<file path="config.mk">
export PLATFORM = sky130hd
export DESIGN_NAME = flash_seq
export DESIGN_NICKNAME = d
export VERILOG_FILES = /design/src/rtl/flash_seq.sv
export SDC_FILE = /design/constraint.sdc
export NUM_CORES = 1
export LEC_CHECK = 0
export ABC_AREA = 1
export BUFFER_PORTS_ARGS = -buffer_cell sky130_fd_sc_hd__buf_2
export CORE_ASPECT_RATIO = 0.8
export CORE_MARGIN = 5
export CORE_UTILIZATION = 48
export CTS_CLUSTER_SIZE = 14
export DETAILED_ROUTE_END_ITERATION = 12
export PLACE_DENSITY = 0.77
export SETUP_SLACK_MARGIN = 0.5
export SLEW_MARGIN = 20
export SYNTH_ARGS = -nofsm -noshare
export SYNTH_HDL_FRONTEND = slang
export SYNTH_SLANG_ARGS = --single-unit
</file>
<file path="constraint.sdc">
create_clock -name clk -period 1.52 [get_ports clk]
set_input_delay 0.076 -clock clk [delete_from_list [all_inputs] [get_ports clk]]
set_output_delay 0.076 -clock clk [all_outputs]
set_load 0.01 [all_outputs]
</file>
<file path="src/rtl/flash_seq.sv">
module flash_seq #(
  parameter int AW = 22,
  parameter int DW = 8,
  parameter int T_WL = 2,
  parameter int T_RD = 2,
  parameter int T_GAP = 1,
  parameter logic [AW-1:0] UNLK_A = AW'('h555),
  parameter logic [AW-1:0] UNLK_B = AW'('h2AA)
) (
  input  logic          clk,
  input  logic          rst_n,
  input  logic          req_valid,
  output logic          req_ready,
  input  logic [1:0]    req_op,
  input  logic          req_poll,
  input  logic [AW-1:0] req_addr,
  input  logic [DW-1:0] req_data,
  output logic          done,
  output logic          fail,
  output logic [AW-1:0] f_addr,
  output logic [DW-1:0] f_dq_o,
  output logic          f_dq_oe,
  input  logic [DW-1:0] f_dq_i,
  output logic          f_ce_n,
  output logic          f_we_n,
  output logic          f_oe_n
);
  localparam int MAXT = (T_WL > T_RD) ? ((T_WL > T_GAP) ? T_WL : T_GAP)
                                      : ((T_RD > T_GAP) ? T_RD : T_GAP);
  localparam int CW = $clog2(MAXT + 1);

  typedef enum logic [1:0] {S_IDLE, S_WR, S_RD, S_RST} st_t;

  st_t           st;
  logic [1:0]    op, ph;
  logic [2:0]    step;
  logic [CW-1:0] cnt;
  logic [AW-1:0] addr, cmd_a;
  logic [DW-1:0] data, cmd_d;
  logic [2:0]    rdv;
  logic          poll, rk, stage2, q6a, done_r, fail_r, last;
  logic          ev_pass, ev_fail, ev_s2;
  logic          unused_dq;

  wire is_prog = (op == 2'd0);
  wire exp7    = is_prog ? data[7] : 1'b1;
  wire wr_act  = (st == S_WR) || (st == S_RST);
  wire rd_act  = (st == S_RD) && (ph == 2'd0);

  assign unused_dq = ^f_dq_i;

  always_comb begin
    cmd_a = UNLK_A;
    cmd_d = DW'(8'hAA);
    last  = 1'b0;
    if (st == S_RST) begin
      cmd_a = '0;
      cmd_d = DW'(8'hF0);
    end else begin
      case (step)
        3'd0: ;
        3'd1: begin cmd_a = UNLK_B; cmd_d = DW'(8'h55); end
        3'd2: cmd_d = is_prog ? DW'(8'hA0) : DW'(8'h80);
        3'd3: if (is_prog) begin
                cmd_a = addr; cmd_d = data; last = 1'b1;
              end
        3'd4: begin cmd_a = UNLK_B; cmd_d = DW'(8'h55); end
        default: begin
          last = 1'b1;
          if (op[1]) cmd_d = DW'(8'h10);
          else begin cmd_a = addr; cmd_d = DW'(8'h30); end
        end
      endcase
    end
  end

  always_comb begin
    ev_pass = 1'b0;
    ev_fail = 1'b0;
    ev_s2   = 1'b0;
    if (!poll) begin
      if (rdv[2] == exp7) ev_pass = 1'b1;
      else if (stage2)    ev_fail = 1'b1;
      else if (rdv[0])    ev_s2   = 1'b1;
    end else if (rk) begin
      if (rdv[1] == q6a)  ev_pass = 1'b1;
      else if (stage2)    ev_fail = 1'b1;
      else if (rdv[0])    ev_s2   = 1'b1;
    end
  end

  always_ff @(posedge clk) begin
    if (!rst_n) begin
      st <= S_IDLE; op <= '0; ph <= '0; step <= '0; cnt <= '0;
      addr <= '0; data <= '0; rdv <= '0; poll <= 1'b0; rk <= 1'b0;
      stage2 <= 1'b0; q6a <= 1'b0; done_r <= 1'b0; fail_r <= 1'b0;
    end else begin
      done_r <= 1'b0;
      fail_r <= 1'b0;
      case (st)
        S_IDLE: if (req_valid) begin
          op <= req_op; poll <= req_poll; addr <= req_addr; data <= req_data;
          step <= '0; ph <= '0; st <= S_WR;
        end
        S_WR, S_RST: case (ph)
          2'd0: begin ph <= 2'd1; cnt <= CW'(T_WL - 1); end
          2'd1: if (cnt == '0) ph <= 2'd2; else cnt <= cnt - 1'b1;
          2'd2: begin ph <= 2'd3; cnt <= CW'(T_GAP - 1); end
          default: begin
            if (cnt != '0) cnt <= cnt - 1'b1;
            else if (st == S_RST) begin
              st <= S_IDLE; ph <= '0; fail_r <= 1'b1;
            end else if (last) begin
              st <= S_RD; ph <= '0; cnt <= CW'(T_RD - 1); rk <= 1'b0; stage2 <= 1'b0;
            end else begin
              step <= step + 1'b1; ph <= '0;
            end
          end
        endcase
        S_RD: begin
          if (ph == 2'd0) begin
            if (cnt == '0) begin
              rdv <= {f_dq_i[7], f_dq_i[6], f_dq_i[5]};
              if (!rk) q6a <= f_dq_i[6];
              ph  <= 2'd3;
              cnt <= CW'(T_GAP - 1);
            end else cnt <= cnt - 1'b1;
          end else if (cnt != '0) cnt <= cnt - 1'b1;
          else begin
            ph  <= '0;
            cnt <= CW'(T_RD - 1);
            rk  <= poll ? ~rk : 1'b0;
            if (ev_pass) begin st <= S_IDLE; done_r <= 1'b1; end
            else if (ev_fail) st <= S_RST;
            else if (ev_s2) stage2 <= 1'b1;
          end
        end
        default: st <= S_IDLE;
      endcase
    end
  end

  assign req_ready = (st == S_IDLE);
  assign done      = done_r;
  assign fail      = fail_r;
  assign f_ce_n    = !((wr_act && ph != 2'd3) || rd_act);
  assign f_we_n    = !(wr_act && ph == 2'd1);
  assign f_oe_n    = !rd_act;
  assign f_dq_oe   = wr_act && ph != 2'd3;
  assign f_addr    = wr_act ? cmd_a : addr;
  assign f_dq_o    = cmd_d;
endmodule

</file>
# Word-level counts from Yosys, hierarchy flattened

Cells that the tools add are included.

Add/subtract/negate cells: 2
Equality and inequality tests: 30
Multiplexer cells: 77
Bitwise gates (word level): 4
Reduce and logical (&&, ||, !) cells: 32

Operators with widths:

| cell                                                                  | number |
|---|---|
| 22-bit 2-to-1 mux                                                     | 4 |
| 22-bit case mux with 3 select lines                                   | 1 |
| 2-bit 2-to-1 mux                                                      | 21 |
| 1-bit 2-to-1 mux                                                      | 32 |
| 8-bit case mux with 4 select lines                                    | 1 |
| 2-bit inequality test, second input constant                          | 12 |
| 2-bit case mux with 3 select lines                                    | 4 |
| 8-bit 2-to-1 mux                                                      | 2 |
| 3-bit 2-to-1 mux                                                      | 5 |
| 7-bit AND reduction                                                   | 2 |
| 6-bit 2-to-1 mux                                                      | 2 |
| 3-bit inequality test, second input constant                          | 4 |
| 6-bit inequality test, second input constant                          | 2 |
| 10-bit AND reduction                                                  | 1 |
| 2-bit zero test                                                       | 4 |
| 4-bit AND reduction                                                   | 2 |
| 4-bit OR reduction                                                    | 2 |
| 2-bit equality test, second input constant                            | 3 |
| 3-bit by 2-bit equality test with 1-bit output, second input constant | 2 |
| 1-bit case mux with 2 select lines                                    | 3 |
| 3-bit case mux with 2 select lines                                    | 1 |
| 3-bit AND reduction                                                   | 2 |
| 6-bit AND reduction                                                   | 1 |
| 2-bit nonzero test                                                    | 3 |
| 17 further kinds                                                      | 29 |

Flip-flop bits (word level): 50
Output and inout port bits: 37
Word-level logic and storage cells: 159

# Depth between registers and ports, before layout

Depth after elaboration: 11
Gate-level depth with buffers: 12
Gate-level depth less buffers: 12

# Least setup slack after synthesis

Ideal clock, no wire load.

Path type: register to register
From: register st[0]
To: register st[0]
Library setup time: 0.114 ns
Arrival time: 1.580 ns
Data required time: 1.406 ns
Path slack: -0.174 ns
Cell stages (with the launch flop): 12
Path buffers: 1
Clock period less this slack: 1.694 ns
Path through: dfxtp_1 > inv_1 > ha_1 > buf_2 > nand2_1 > inv_1 > nor2_4 > nand3_2 > nor2_4 > nand3_1 > nand2_1 > nor2_1

Word-level cells in the longest chain between the ends: 5
Elaborated cells on any way between the ends: 18
Those cells by class: 10 x eq/ne; 5 x mux; 3 x reduce/logical

Ends and longest elaborated chain:

| element                            | RTL line     | RTL |
|---|---|---|
| start, declared                    | 34           | `st_t st;` |
| start signal, assigned             | 94           | `st <= S_IDLE; op <= '0; ph <= '0; step <= '0; cnt <= '0;` |
| start signal, assigned             | 103          | `step <= '0; ph <= '0; st <= S_WR;` |
| start signal, assigned             | 112          | `st <= S_IDLE; ph <= '0; fail_r <= 1'b1;` |
| 2-bit equality test                | 56, 100, 111 |  |
| 2-bit 2-to-1 mux                   | 111          | `else if (st == S_RST) begin` |
| 2-bit 2-to-1 mux                   | 110          | `if (cnt != '0) cnt <= cnt - 1'b1;` |
| 2-bit 2-to-1 mux                   | 105          | `S_WR, S_RST: case (ph)` |
| 2-bit case mux with 3 select lines | 100          | `case (st)` |

Parallel ways exist; a longest one is shown, timed or not. The select of a mux whose other input is x is not followed.
A chain may end at the register's enable or synchronous reset.

# Worst setup path after layout

From: register step[1]
To: output port f_dq_o[5]

Word-level cells in the longest chain between the ends: 4
Elaborated cells on any way between the ends: 8
Those cells by class: 4 x eq/ne; 2 x mux; 2 x reduce/logical

Ends and longest elaborated chain:

| element                                                                               | RTL line | RTL |
|---|---|---|
| start, declared                                                                       | 36       | `logic [2:0] step;` |
| start signal, assigned                                                                | 94       |  |
| start signal, assigned                                                                | 103      |  |
| start signal, assigned                                                                | 116      | `step <= step + 1'b1; ph <= '0;` |
| 3-bit equality test or 3-bit by 1-bit equality test with 1-bit output (tied branches) | 60       | `case (step)` |
| 2-bit OR reduction (no source line)                                                   | -        |  |
| 8-bit case mux with 4 select lines (*)                                                | 60       |  |
| 8-bit 2-to-1 mux (*)                                                                  | 56       | `if (st == S_RST) begin` |
| end, declared                                                                         | 21       | `output logic [DW-1:0] f_dq_o,` |

Mark *: on every way between the ends. The rest lies on a longest branch, timed or not.

==> results_dict.tcl <==
set metrics [dict create \
    run_status "finished with violations" \
    violations "hold timing, setup timing" \
    rsz0062_at_grt "yes" \
    gp_congestion 0.881 \
    ys_ff_latch 50 \
    fin_util_pct 85.2 \
    synth-xor-area-share_pct 0 \
    vias 4219 \
    post_drt_wl_per_cell_um 23.0 \
    power_density_mw_per_mm2 2080 \
    antenna_found_initial 0 \
    htree_num_levels 2 \
    cp_num_buf_inv 4 \
    required_ns 1.44 \
    synth_edf_count 0 \
    cts_sinks 50 \
    viasPerCell 6.33 \
    worst-r2r-cell-count 13 \
    area_growth_syn_to_layout_pct 75.1 \
    synth_top_family_by_area "simple AND/OR/NAND/NOR gates" \
    critPathMaxFanout 4 \
    fin_skew_ns 0.00972 \
    die-area_sq_mm 0.00811 \
    fmax_mhz 457 \
    clockBufferDepth 2 \
    syn-num-nets 503 \
    grt_max_degree 28 \
    avgSynthCellArea_sq_um 6.95 \
    synthCells 442 \
    root_buffer "clkbuf_8" \
    hold_viol_final 2 \
    setup_viol 44 \
    die_h_um 81.6 \
    min-delay-start "req_addr[20]" \
    clk_latency_ns 0.32 \
    pre_cts_ws_ns -0.256 \
    wl_mm 15.3 \
    yosys.area.top_type "dfxtp_1" \
    synth.top_cells.by_count "nor2_1 (69), nand2_1 (66), o21ai_0 (60), dfxtp_1 (50), inv_1 (43)" \
    grt_pass1_wl_mm 19.2 \
    drv_cap 0 \
    timing.rr.start "step[1]" \
    critPathTopFamily "buffers and inverters" \
    critPathLaunch "step[1]" \
    synth-seq-area-share_pct 32.6 \
    power_frac_clock_pct 8.7 \
    drc 0 \
    p_sw_share_pct 52.1 \
    grt_pass1_vias 3814 \
    seqPwrFrac_pct 17.9 \
    p_sw_uw 5820 \
    synthMuxAreaShare_pct 0 \
    yosysMostFrequentCell "nor2_1" \
    grt_overflow 0 \
    fin_crit_ns 2.19 \
    die_w_um 99.4 \
    cts_tree "built" \
    final_antenna_net_count 0 \
    maxSlewHeadroom_pct 66.8 \
    r2r_slack_ns -0.42 \
    slew_violations 0 \
    fin_crit_sh_pct 144 \
    ys.flop_type "dfxtp_1" \
    antenna_cells 0 \
    ir_worst_vdd_uv 1120 \
    ios 81 \
    worst_hold_slack_ns -0.00579 \
    power.total_uw 11200 \
    crit_path_cell_trace "inv_1 > ha_4 > inv_2 > nor2_4 > inv_1 > nand2_2 > o21ai_1 > nand3_1 > o21ai_0 > nand2_1 > buf_2" \
    r2r_end "st[1]" \
    synthTopCellsByArea "dfxtp_1 (33%), o21ai_0 (9.8%), nor2_1 (8.4%)" \
    p_leak_uw 0.00229 \
    port-buffer-count 75 \
    worst_slew_pin_slew_ns 0.496 \
    rows 26 \
    worstSetupEndpoint "f_dq_o[5]" \
    synth_top_area_share_pct 32.6 \
    fin_ws_ns -0.667 \
    initial_core_util_pct 48.7 \
    grtUsageTotal_pct 29.9 \
    final_layout_size_suffix_gt1_share_pct 58.2 \
    synth-simple-area-share_pct 27.5 \
    cpPeakStageDelay_ns 0.41 \
    path_depth 11 \
    worst_path_max_delay_cell "dfxtp_4" \
    cp-start-kind "flop" \
    p_int_uw 5350 \
    crit_arrival_ns 2.11 \
    dp_hpwl_mm 6.72 \
    synth_compound_area_share_pct 24.0 \
    synth_warnings 0 \
    worst_path_most_repeated_cell "inv_1" \
    drtPass1Iterations 6 \
    synth.distinct_cells 35 \
    core_area_sq_mm 0.00631 \
    crit_type "reg2out" \
    cts_buffers 5 \
    clk_pin_slew_ns 0.11 \
    async_reset_ff_share_pct 0 \
    combPwrFrac_pct 73.4 \
    synth_adder_area_share_pct 6.92 \
    nets 642 \
    synth_area_sq_mm 0.00307 \
    hp-class "in2reg" \
    drtIter0Drc 523 \
    critPathCaptureType "output pin" \
]
==> logic make-up after synthesis <==
family	count (synthesis)
adder cells (fa/ha/maj)	17
AO/OA/AOI/OAI	125
AND/OR/NAND/NOR	184
flip-flops	50
buffers and inverters	66
==> layer usage <==
metal  part of all wire, %  global-route usage [%]
met1                    36                    36.0
met2                    46                    52.2
met3                    11                    5.94
met4                   6.1                    12.8
met5                     0                       0
==> tightest hold or removal path, delay by kind of cell <==
family / cells / cell delay [ns]
buffers and inverters: 1 / 0.09
and+or+nand+nor: 1 / 0.08
AOI/OAI and AO/OA: 1 / 0.04
==> worst min path at each step <==
stage,slack [ns],endpoint,cells after the start
after global placement,0.31,rdv[0],3
after global routing,0.02,addr[0],3
after CTS,0.002,addr[14],3
after floorplan,0.21,rdv[0],2
after detailed placement,0.31,rdv[0],3
final,-0.006,addr[20],3
==> state kept, by name, summed over array words and instances (netlist names) <==
name and flops:
ph 2, addr 22, done 1, data 8, stage2 1, step 3
cnt 2, rk 1, poll 1, fail 1, q6a 1, op 2
st 2, rdv 3
==> power groups by stage <==
| stage | clock, uW | sequential, uW | combinational (uW) |
|---|---|---|---|
| floorplan | 0 | 1870 | 3770 |
| global placement | 0 | 1900 | 5270 |
| detailed placement | 0 | 1910 | 5410 |
| CTS | 935 | 1910 | 6640 |
| global route | 990 | 2020 | 8460 |
| finish | 971 | 2000 | 8190 |
==> area by class of cell <==
class / count / area [sq um]
timing repair buffer: 146 / 1160
inverter: 47 / 228
sequential: 50 / 1030
clock inverter: 2 / 18.8
multi-input combinational: 329 / 2720
clock buffer: 6 / 93.8
tap: 84 / 105
timing repair inverter: 2 / 25.0
fill: 305 / 933
==> timing repair <==
item / in CTS / in global routing
gates resized for setup: 134 / 81
hold endpoints to repair: 7 / 0
gates cloned: 5 / 1
endpoints found under the setup margin: 85 / 85
hold buffers: 7 / 0
pin swaps: 18 / 23
buffers inserted: 19 / 7
==> placed cells by master, fill, tap and decap left out, types with 6 or more instances in the layout <==
| cell | n |
|---|---|
| a21boi_4 | 10 |
| a21oi_1 | 19 |
| a21oi_2 | 17 |
| buf_12 | 6 |
| buf_2 | 67 |
| buf_4 | 36 |
| buf_6 | 26 |
| dfxtp_1 | 40 |
| dlygate4sd3_1 | 7 |
| ha_1 | 7 |
| ha_4 | 10 |
| inv_1 | 30 |
| inv_2 | 6 |
| nand2_1 | 45 |
| nand2_2 | 12 |
| nand2_4 | 8 |
| nand2_8 | 8 |
| nand3_1 | 19 |
| nand3_2 | 8 |
| nor2_1 | 47 |
| nor2_2 | 16 |
| nor2_4 | 13 |
| o21ai_0 | 16 |
| o21ai_2 | 37 |
| o21ai_4 | 7 |
==> through the flow <==
step	setup TNS, ns	cell area, sq um	cells	hold WS (ns)
final	-20.79	5380	666	-0.00579
after global routing	-22.01	5380	666	0.0173
after CTS	-14.66	4980	658	0.00185
after detailed placement	-5.56	4100	619	0.307
after global placement	-3.45	4100	619	0.305
after floorplan	-0.0435	3480	442	0.211
Note: power is estimated with default switching activity, not from simulation.
